`src/rtl/irq_stat_pkg.sv`:
```
package irq_stat_pkg;
  localparam int STAT_W   = 8;
  localparam int HALF_BIT = 0;
  localparam int ZX_BIT   = 4;
  localparam int RST_BIT  = 6;

  typedef struct packed {
    logic wrMask;
    logic rdPlain;
    logic rdClear;
    logic rdMask;
    logic rdOther;
    logic swReset;
  } ctlStrobes_t;
endpackage

```
`src/rtl/irq_stat_ctrl.sv`:
```
module irq_stat_ctrl
  import irq_stat_pkg::*;
#(
  parameter int ADDR_W     = 4,
  parameter int MASK_ADDR  = 3,
  parameter int PLAIN_ADDR = 4,
  parameter int CLEAR_ADDR = 5
) (
  input  logic              softRst,
  input  logic              wrEn,
  input  logic              rdEn,
  input  logic [ADDR_W-1:0] addr,
  output ctlStrobes_t       strobes
);
  localparam logic [ADDR_W-1:0] MASK_A  = ADDR_W'(MASK_ADDR);
  localparam logic [ADDR_W-1:0] PLAIN_A = ADDR_W'(PLAIN_ADDR);
  localparam logic [ADDR_W-1:0] CLEAR_A = ADDR_W'(CLEAR_ADDR);

  logic hitMask, hitPlain, hitClear;

  always_comb begin
    hitMask  = (addr == MASK_A);
    hitPlain = (addr == PLAIN_A);
    hitClear = (addr == CLEAR_A);
    strobes.swReset = softRst;
    strobes.wrMask  = wrEn & hitMask;
    strobes.rdMask  = rdEn & hitMask;
    strobes.rdPlain = rdEn & hitPlain;
    strobes.rdClear = rdEn & hitClear;
    strobes.rdOther = rdEn & ~(hitMask | hitPlain | hitClear);
  end
endmodule

```
`src/rtl/irq_stat_datapath.sv`:
```
module irq_stat_datapath
  import irq_stat_pkg::*;
#(
  parameter int W = STAT_W
) (
  input  logic        clk,
  input  logic        rstN,
  input  ctlStrobes_t st,
  input  logic [W-1:0] evtPulse,
  input  logic        energyMsb,
  input  logic        zxLevel,
  input  logic [W-1:0] wrData,
  output logic [W-1:0] rdData,
  output logic        irqN
);
  localparam logic [W-1:0] RST_ONLY  = W'(1) << RST_BIT;
  localparam logic [W-1:0] IRQ_ALLOW = ~RST_ONLY;

  logic [W-1:0] latchedQ, maskQ, newEvt, statusView, rdDataQ;
  logic         msbPrev;

  // Each status position is one of four kinds: edge-born, live, reset-born, or pulse-born
  for (genvar i = 0; i < W; i++) begin : g_bit
    if (i == HALF_BIT) begin : g_edge
      assign newEvt[i]     = energyMsb & ~msbPrev;
      assign statusView[i] = latchedQ[i];
    end else if (i == ZX_BIT) begin : g_live
      assign newEvt[i]     = 1'b0;
      assign statusView[i] = zxLevel;
    end else if (i == RST_BIT) begin : g_rst
      assign newEvt[i]     = 1'b0;
      assign statusView[i] = latchedQ[i];
    end else begin : g_pulse
      assign newEvt[i]     = evtPulse[i];
      assign statusView[i] = latchedQ[i];
    end
  end

  always_ff @(posedge clk or negedge rstN) begin
    if (!rstN) begin
      latchedQ <= RST_ONLY;
      maskQ    <= '0;
      msbPrev  <= 1'b0;
    end else if (st.swReset) begin
      latchedQ <= RST_ONLY;
      maskQ    <= '0;
      msbPrev  <= energyMsb;
    end else begin
      if (st.rdClear) latchedQ <= newEvt;
      else            latchedQ <= latchedQ | newEvt;
      if (st.wrMask)  maskQ    <= wrData;
      msbPrev <= energyMsb;
    end
  end

  always_ff @(posedge clk or negedge rstN) begin
    if (!rstN) begin
      rdDataQ <= '0;
    end else if (st.rdPlain || st.rdClear) begin
      rdDataQ <= statusView;
    end else if (st.rdMask) begin
      rdDataQ <= maskQ;
    end else if (st.rdOther) begin
      rdDataQ <= '0;
    end
  end

  assign rdData = rdDataQ;
  assign irqN   = ~|(statusView & maskQ & IRQ_ALLOW);


  plain_read_hold_chk: assert property (@(posedge clk) disable iff (!rstN)
    (st.rdPlain && !st.swReset && newEvt == '0) |=> (latchedQ == $past(latchedQ)));


  clear_read_chk: assert property (@(posedge clk) disable iff (!rstN)
    (st.rdClear && !st.swReset) |=> ((latchedQ & ~$past(newEvt)) == '0));


  soft_reset_chk: assert property (@(posedge clk) disable iff (!rstN)
    st.swReset |=> (latchedQ == RST_ONLY && maskQ == '0));


  reset_flag_quiet_chk: assert property (@(posedge clk) disable iff (!rstN)
    (latchedQ == RST_ONLY && !zxLevel) |-> irqN);


  half_full_edge_chk: assert property (@(posedge clk) disable iff (!rstN)
    ($rose(energyMsb) && !st.swReset) |=> latchedQ[HALF_BIT]);


  read_latency_chk: assert property (@(posedge clk) disable iff (!rstN)
    (st.rdPlain && !st.swReset) |=> (rdData == $past(statusView)));
endmodule

```
`src/rtl/irq_status_ctrl.sv`:
```
module irq_status_ctrl
  import irq_stat_pkg::*;
#(
  parameter int ADDR_W = 4
) (
  input  logic              clk,
  input  logic              rstN,
  input  logic              softRst,
  input  logic [STAT_W-1:0] evtPulse,
  input  logic              energyMsb,
  input  logic              zxLevel,
  input  logic              wrEn,
  input  logic              rdEn,
  input  logic [ADDR_W-1:0] addr,
  input  logic [STAT_W-1:0] wrData,
  output logic [STAT_W-1:0] rdData,
  output logic              irqN
);
  ctlStrobes_t strobes;

  irq_stat_ctrl #(.ADDR_W(ADDR_W)) u_ctrl (
    .softRst (softRst),
    .wrEn    (wrEn),
    .rdEn    (rdEn),
    .addr    (addr),
    .strobes (strobes)
  );

  irq_stat_datapath #(.W(STAT_W)) u_dp (
    .clk       (clk),
    .rstN      (rstN),
    .st        (strobes),
    .evtPulse  (evtPulse),
    .energyMsb (energyMsb),
    .zxLevel   (zxLevel),
    .wrData    (wrData),
    .rdData    (rdData),
    .irqN      (irqN)
  );
endmodule

```
`config.mk`:
```
export PLATFORM = sky130hd
export DESIGN_NAME = irq_status_ctrl
export DESIGN_NICKNAME = d
export VERILOG_FILES = /design/src/rtl/irq_stat_pkg.sv /design/src/rtl/irq_stat_ctrl.sv /design/src/rtl/irq_stat_datapath.sv /design/src/rtl/irq_status_ctrl.sv
export SDC_FILE = /design/constraint.sdc
export NUM_CORES = 1
export LEC_CHECK = 0
export ABC_CLOCK_PERIOD_IN_PS = 1300
export CORE_MARGIN = 10
export CORE_UTILIZATION = 45
export CTS_CLUSTER_DIAMETER = 100
export DETAILED_ROUTE_END_ITERATION = 10
export PLACE_DENSITY = 0.82
export SYNTH_ARGS = -nofsm -noshare
export SYNTH_HDL_FRONTEND = slang
export SYNTH_HIERARCHICAL = 1
export SYNTH_SLANG_ARGS = --single-unit
export TNS_END_PERCENT = 1
```
`constraint.sdc`:
```
create_clock -name clk -period 1.3 [get_ports clk]
set_clock_uncertainty 0.1 [all_clocks]
set_input_delay 0.26 -clock clk [delete_from_list [all_inputs] [get_ports clk]]
set_output_delay 0.26 -clock clk [all_outputs]
set_load 0.1 [all_outputs]
```
# Yosys cells after proc, flatten, opt, wreduce, memory -nomap -nowiden
# Cells that the tools add are included.
totals:
  output_inout_bits: 9
  word_cells: 31
  inputBits: 27
  reg_bits: 25
op_classes:
  n_mux: 7
  eq_ne: 3
  n_reduce_logical: 5
  n_bitwise: 12
op_table:
  columns: ["op", "n"]
  rows:
  - ["two-way mux 8 bit", 7]
  - ["bitwise AND 8 bit", 1]
  - ["== test 4 x 3 -> 1 bit, second input constant", 2]
  - ["OR 8 bit", 1]
  - ["OR reduction 7 bit", 1]
  - ["bitwise AND 1 bit", 6]
  - ["== test 4 x 2 -> 1 bit, second input constant", 1]
  - ["nonzero test 3 bit", 1]
  - ["inverter 1 bit", 2]
  - ["OR 1 bit", 2]
  - ["nonzero test 2 bit", 1]
  - ["logical NOT 1 bit", 1]
  - ["logical OR 1 bit", 1]

# Logic depth before layout (Yosys ltp)
depth:
  word_depth: 8
  ltp_mapped: 5
  mapped_depth_nobuf: 4

# Cells and area by module
# Netlist, hierarchy kept.
by_module_without_submodules:
  columns: ["module", "seq_area_each_um2", "area_per_inst_um2", "cells_per_inst", "n_inst"]
  rows:
  - ["irq_stat_datapath", 601.8, 1088.5, 94, 1]
  - ["irq_stat_ctrl", 0.0, 68.8, 9, 1]

# Worst setup path before layout
# OpenSTA, ideal clock, no wires.
synth_timing:
  kind: "reg-to-output"
  startpoint: "reg u_dp.latchedQ[0]"
  endpoint: "out irqN"
  n_path_buf: 0
  stages_incl_launch_ff: 3
  required_ns: 0.940
  path_slack_ns: -0.548
  t_arrival_ns: 1.488
  cell_sequence: "dfrtp_1 > a222oi_1 > and3_1"
synth_between:
  elab_chain_cells: 3
synth_lines:
  columns: ["item", "line_no", "source"]
  rows:
  - ["from (decl)", "irq_stat_datapath.sv:19", "logic [W-1:0] latchedQ, maskQ, newEvt, statusView, rdDataQ;"]
  - ["from (signal assigned)", "irq_stat_datapath.sv:49", "if (st.rdClear) latchedQ <= newEvt;"]
  - ["from (signal assigned)", "irq_stat_datapath.sv:50", "else latchedQ <= latchedQ | newEvt;"]
  - ["bitwise AND 8 bit", "irq_stat_datapath.sv:69", "assign irqN = ~|(statusView & maskQ & IRQ_ALLOW);"]
  - ["OR reduction 7 bit", "irq_stat_datapath.sv:69", null]
  - ["logical NOT 1 bit", "irq_stat_datapath.sv:69", null]
  - ["to (decl)", "irq_status_ctrl.sv:17", "output logic irqN"]
# Every way passes these cells.

# Worst setup path after layout
layout_timing:
  startpoint: "reg u_dp.maskQ[0]"
  endpoint: "out irqN"
layout_between:
  elab_chain_cells: 3
layout_lines:
  columns: ["item", "line_no", "source"]
  rows:
  - ["from (decl)", "irq_stat_datapath.sv:19", null]
  - ["from (signal assigned)", "irq_stat_datapath.sv:51", "if (st.wrMask) maskQ <= wrData;"]
  - ["bitwise AND 8 bit", "irq_stat_datapath.sv:69", null]
  - ["OR reduction 7 bit", "irq_stat_datapath.sv:69", null]
  - ["logical NOT 1 bit", "irq_stat_datapath.sv:69", null]
# Every way passes these cells.

==> flow_results.org <==
** Pwr
- Total power density per cell area :: 883 nW/µm²
- Static Leakage :: 0.000829 µW
- IR analysis of the VDD net gives a maximum drop of approximately 1 mV.

** Worst setup path
- Among all stages on the critical path, the largest delay is contributed by dfrtp_1.
- The number of cells on the worst reg-to-reg path is 3.
- Worst reg2reg path endpoint :: u_dp/rdData[1]
- The setup path with the least slack is of type reg2out.
- Critical Path RT :: between 0.9 and 1 ns
- The worst register-to-register path begins at u_dp/maskQ[1].
- Startpoint type of the worst setup path :: flip-flop
- Of all nets on the critical path, the largest fanout is 2.
- Worst stage delay on the critical path :: around 0.4 ns
- For the worst setup path, the data arrival time is ~1.5 ns.
- Cell-by-cell trace of the critical path :: a222oi_1 -> and3_4 -> buf_12
- The worst setup path is captured at an output pin.
- Register-to-register setup slack :: 0.09 ns

** Global routing
- Across every metal layer, demand over resource in global routing totals 0.138.
- Pin count of the biggest net entering global routing :: 16
- Global-route wire length before repair :: 5770 µm
- GRT overflow :: 0
- The initial antenna violation count came to 0.
- The number of global-route vias before repair came to between 1,000 and 1,500.

** Timing
- Final number of max-transition violations :: 0
- Setup repair after global routing missed its margin :: yes
- For the pin with the worst max-slew slack, the measured transition is around 0.3 ns.
- Maximum operating frequency :: ~530 MHz
- Final hold vios :: 0
- Final critical-path share of the clock period :: 1.46
- Final count of negative-setup-slack endpoints :: 13
- Worst Slack Setup Final :: -0.594 ns
- Worst hold margin :: around 0.12 ns
- Measured against its own limit, the worst slew margin works out to 0.793.
- Period minus WS final :: roughly 1.9 ns

** CTS
- Depth of the CTS H-tree :: 1
- Setup Fix Bufs, Post-CTS :: 0
- Skew-Pair Late Insertion Delay :: 0.33 ns
- Number of clock sinks :: 24
- The longest clock path from root to sink contains 2 buffers.
- Cell at the root of the clock tree :: clkbuf_4
- TritonCTS built the clock tree.
- After clock tree synthesis, the clock-pin slew on the worst setup and hold paths is approximately 0.14 ns.
- Clock buffers created by TritonCTS :: 3

** Logic synthesis
- When the netlist entered floorplanning its net count stood at 130.
- After synthesis, the netlist uses 25 different library cells.
- Synthesized area :: between 1000 and 1500 µm²
- Syn avg cell area :: around 11 µm²
- For this run, the register share of the synthesized area comes to 0.520.
- Gate Count Post-Synth :: roughly 100
- Yosys synthesis warning count :: 6
- Count of state elements after synthesis :: 24

** Floorplanning
- In this run the horizontal extent of the chip is between 70 and 80 µm.
- The region available for standard cell placement spans 2450 µm².
- Io pins :: 36
- Die outline area :: approximately 5000 µm²
- From bottom edge to top edge, the die measures 70.7 µm.
- The initialized floorplan defines 18 standard-cell rows.
- Starting density of the core :: 0.471

** Routing
- The pre-antenna-repair detailed-routing pass consisted of 4 iterations.
- Drt via density :: around 5.5
- Remaining antenna violation count :: 0
- Routed WL per cell :: 18.0 µm
- The highest metal layer carrying signal wires in the routed design is met4.
- In the final routing, the length of wire on met1 measures about 1400 µm.
- Met3 Routed Length :: about 220 µm
- Via count of the routed design :: ~1,000
- Post-detailed-routing wire length :: roughly 3400 µm
- 1st-iter DRT viols :: 62
- # DRC :: 0
- Detailed routing placed a total of 1780 µm of wire on met2.

** Placed design
- Total placed cells including tap cells :: around 190
- Placed Instance Area :: 1840 µm²
- OpenSTA, run right after detailed placement, puts the worst setup slack at -0.751 ns.
- IO Port Bufs :: 32
- Final HPWL DP :: between 2000 and 3000 µm
- Routability-driven placement finished with a final weighted congestion of approximately 0.80.

** Layout
- Fraction of layout instances using a drive strength above 1 :: 0.447
- Layout Utilization :: 0.784
- The final layout contains roughly 190 nets.
- Leaving out fill and tap cells, the most frequent cell in the layout is buf_4.
- Final antenna diode count :: 0
- The filler cells instantiated in the layout total between 100 and 150.
- Area overhead of the layout relative to synthesis :: 66.3%
- The library cells used most frequently in the layout, excluding fill and tap cells, are 22 x buf_4, 18 x clkdlybuf4s50_1, 15 x dfrtp_1.
- After routing the design area is 1920 µm².
- Final Non-Filler Cells :: around 190

** Outcome
- Failing checks :: setup timing
- The flow ran to the end, but the final reports show violations.

** Run
- The tool flagged a number of max-cap violations equal to 0.

** Min path
- The min-delay analysis places its worst path in the category in2async.
-- synthesized netlist by cell type --
cell type | instances | area share
a211oi_1 | 8 | 0.052
a21o_1 | 1 | 0.0065
a21oi_1 | 6 | 0.026
a222oi_1 | 1 | 0.0086
a22oi_1 | 2 | 0.013
a2bb2oi_1 | 7 | 0.053
a2bb2oi_2 | 1 | 0.013
and3_1 | 1 | 0.0054
buf_2 | 2 | 0.0086
buf_4 | 1 | 0.0065
buf_6 | 1 | 0.0097
clkbuf_1 | 2 | 0.0065
dfrtp_1 | 23 | 0.50
dfstp_2 | 1 | 0.023
inv_1 | 6 | 0.019
mux2i_1 | 8 | 0.069
nand2b_1 | 7 | 0.038
nand3b_1 | 2 | 0.013
nor2_1 | 8 | 0.026
nor2_2 | 1 | 0.0054
nor3_1 | 1 | 0.0043
nor3b_1 | 3 | 0.019
o211a_1 | 1 | 0.0086
or3b_1 | 3 | 0.023
or3b_2 | 6 | 0.045
-- worst max-delay path: cells and delay by family, from the launching register on --
family | cells | cell delay (ns)
AO/OA/AOI/OAI | 1 | 0.37
AND/OR/NAND/NOR | 1 | 0.26
flip-flops | 1 | 0.41
buffers and inverters | 1 | 0.17
-- timing repair --
item                       4_1_cts  5_1_grt
resized for setup               16        7
hold buffers                     0        0
setup endpoints to repair       29       32
pin swaps                        4        1
-- per-stage QoR --
step           total power, µW  setup TNS [ns]
3_3_place_gp              1330          -13.68
5_1_grt                   1760           -2.27
4_1_cts                   1700           -1.81
3_5_place_dp              1350          -14.39
6_report                  1700           -1.59
2_1_floorplan             1080           -1.71
-- logic make-up after synthesis --
logic type,Yosys count,share of synthesized area
simple gates,32,0.179
mux,8,0.0692
buf+inv,12,0.0508
compound gates,27,0.181
flops,24,0.520
-- layout make-up --
type                       instances  area (µm²)  area share
clock buffer                       4        26.3      0.0137
multi-input combinational         67         579       0.301
timing repair buffer              60         647       0.336
sequential                        24         612       0.318
tap                               30        37.5      0.0195
inverter                           6        22.5      0.0117
-- sequential cells by signal, indices dropped and copies added (netlist names) --
register       cells
u_dp/rdData        8
u_dp/latchedQ      7
u_dp/maskQ         8
u_dp/msbPrev       1
-- power by group --
part	leakage, µW	internal (µW)	total (µW)	switching, µW
combinational	0.000509	256	531	275
clock	0.0000150	120	347	227
sequential	0.000305	789	822	33.0
total	0.000829	1160	1700	535
-- worst max-delay path by stage --
stage,from,endpoint,slack [ns]
2_1_floorplan,addr[1],u_dp/rdData[5],-0.16
3_3_place_gp,addr[2],u_dp/rdData[5],-0.69
3_5_place_dp,addr[2],u_dp/rdData[1],-0.75
4_1_cts,u_dp/maskQ[0],irqN,-0.59
5_1_grt,u_dp/maskQ[0],irqN,-0.67
6_report,u_dp/maskQ[0],irqN,-0.59
-- layer usage --
metal / vias up / global-route usage
met5: - / 0
met4: 0 / 0.0495
met3: 9 / 0.0391
met2: 40 / 0.251
met1: 500 / 0.149
li1: 493 / -
Note: power is estimated with default switching activity, not from simulation.
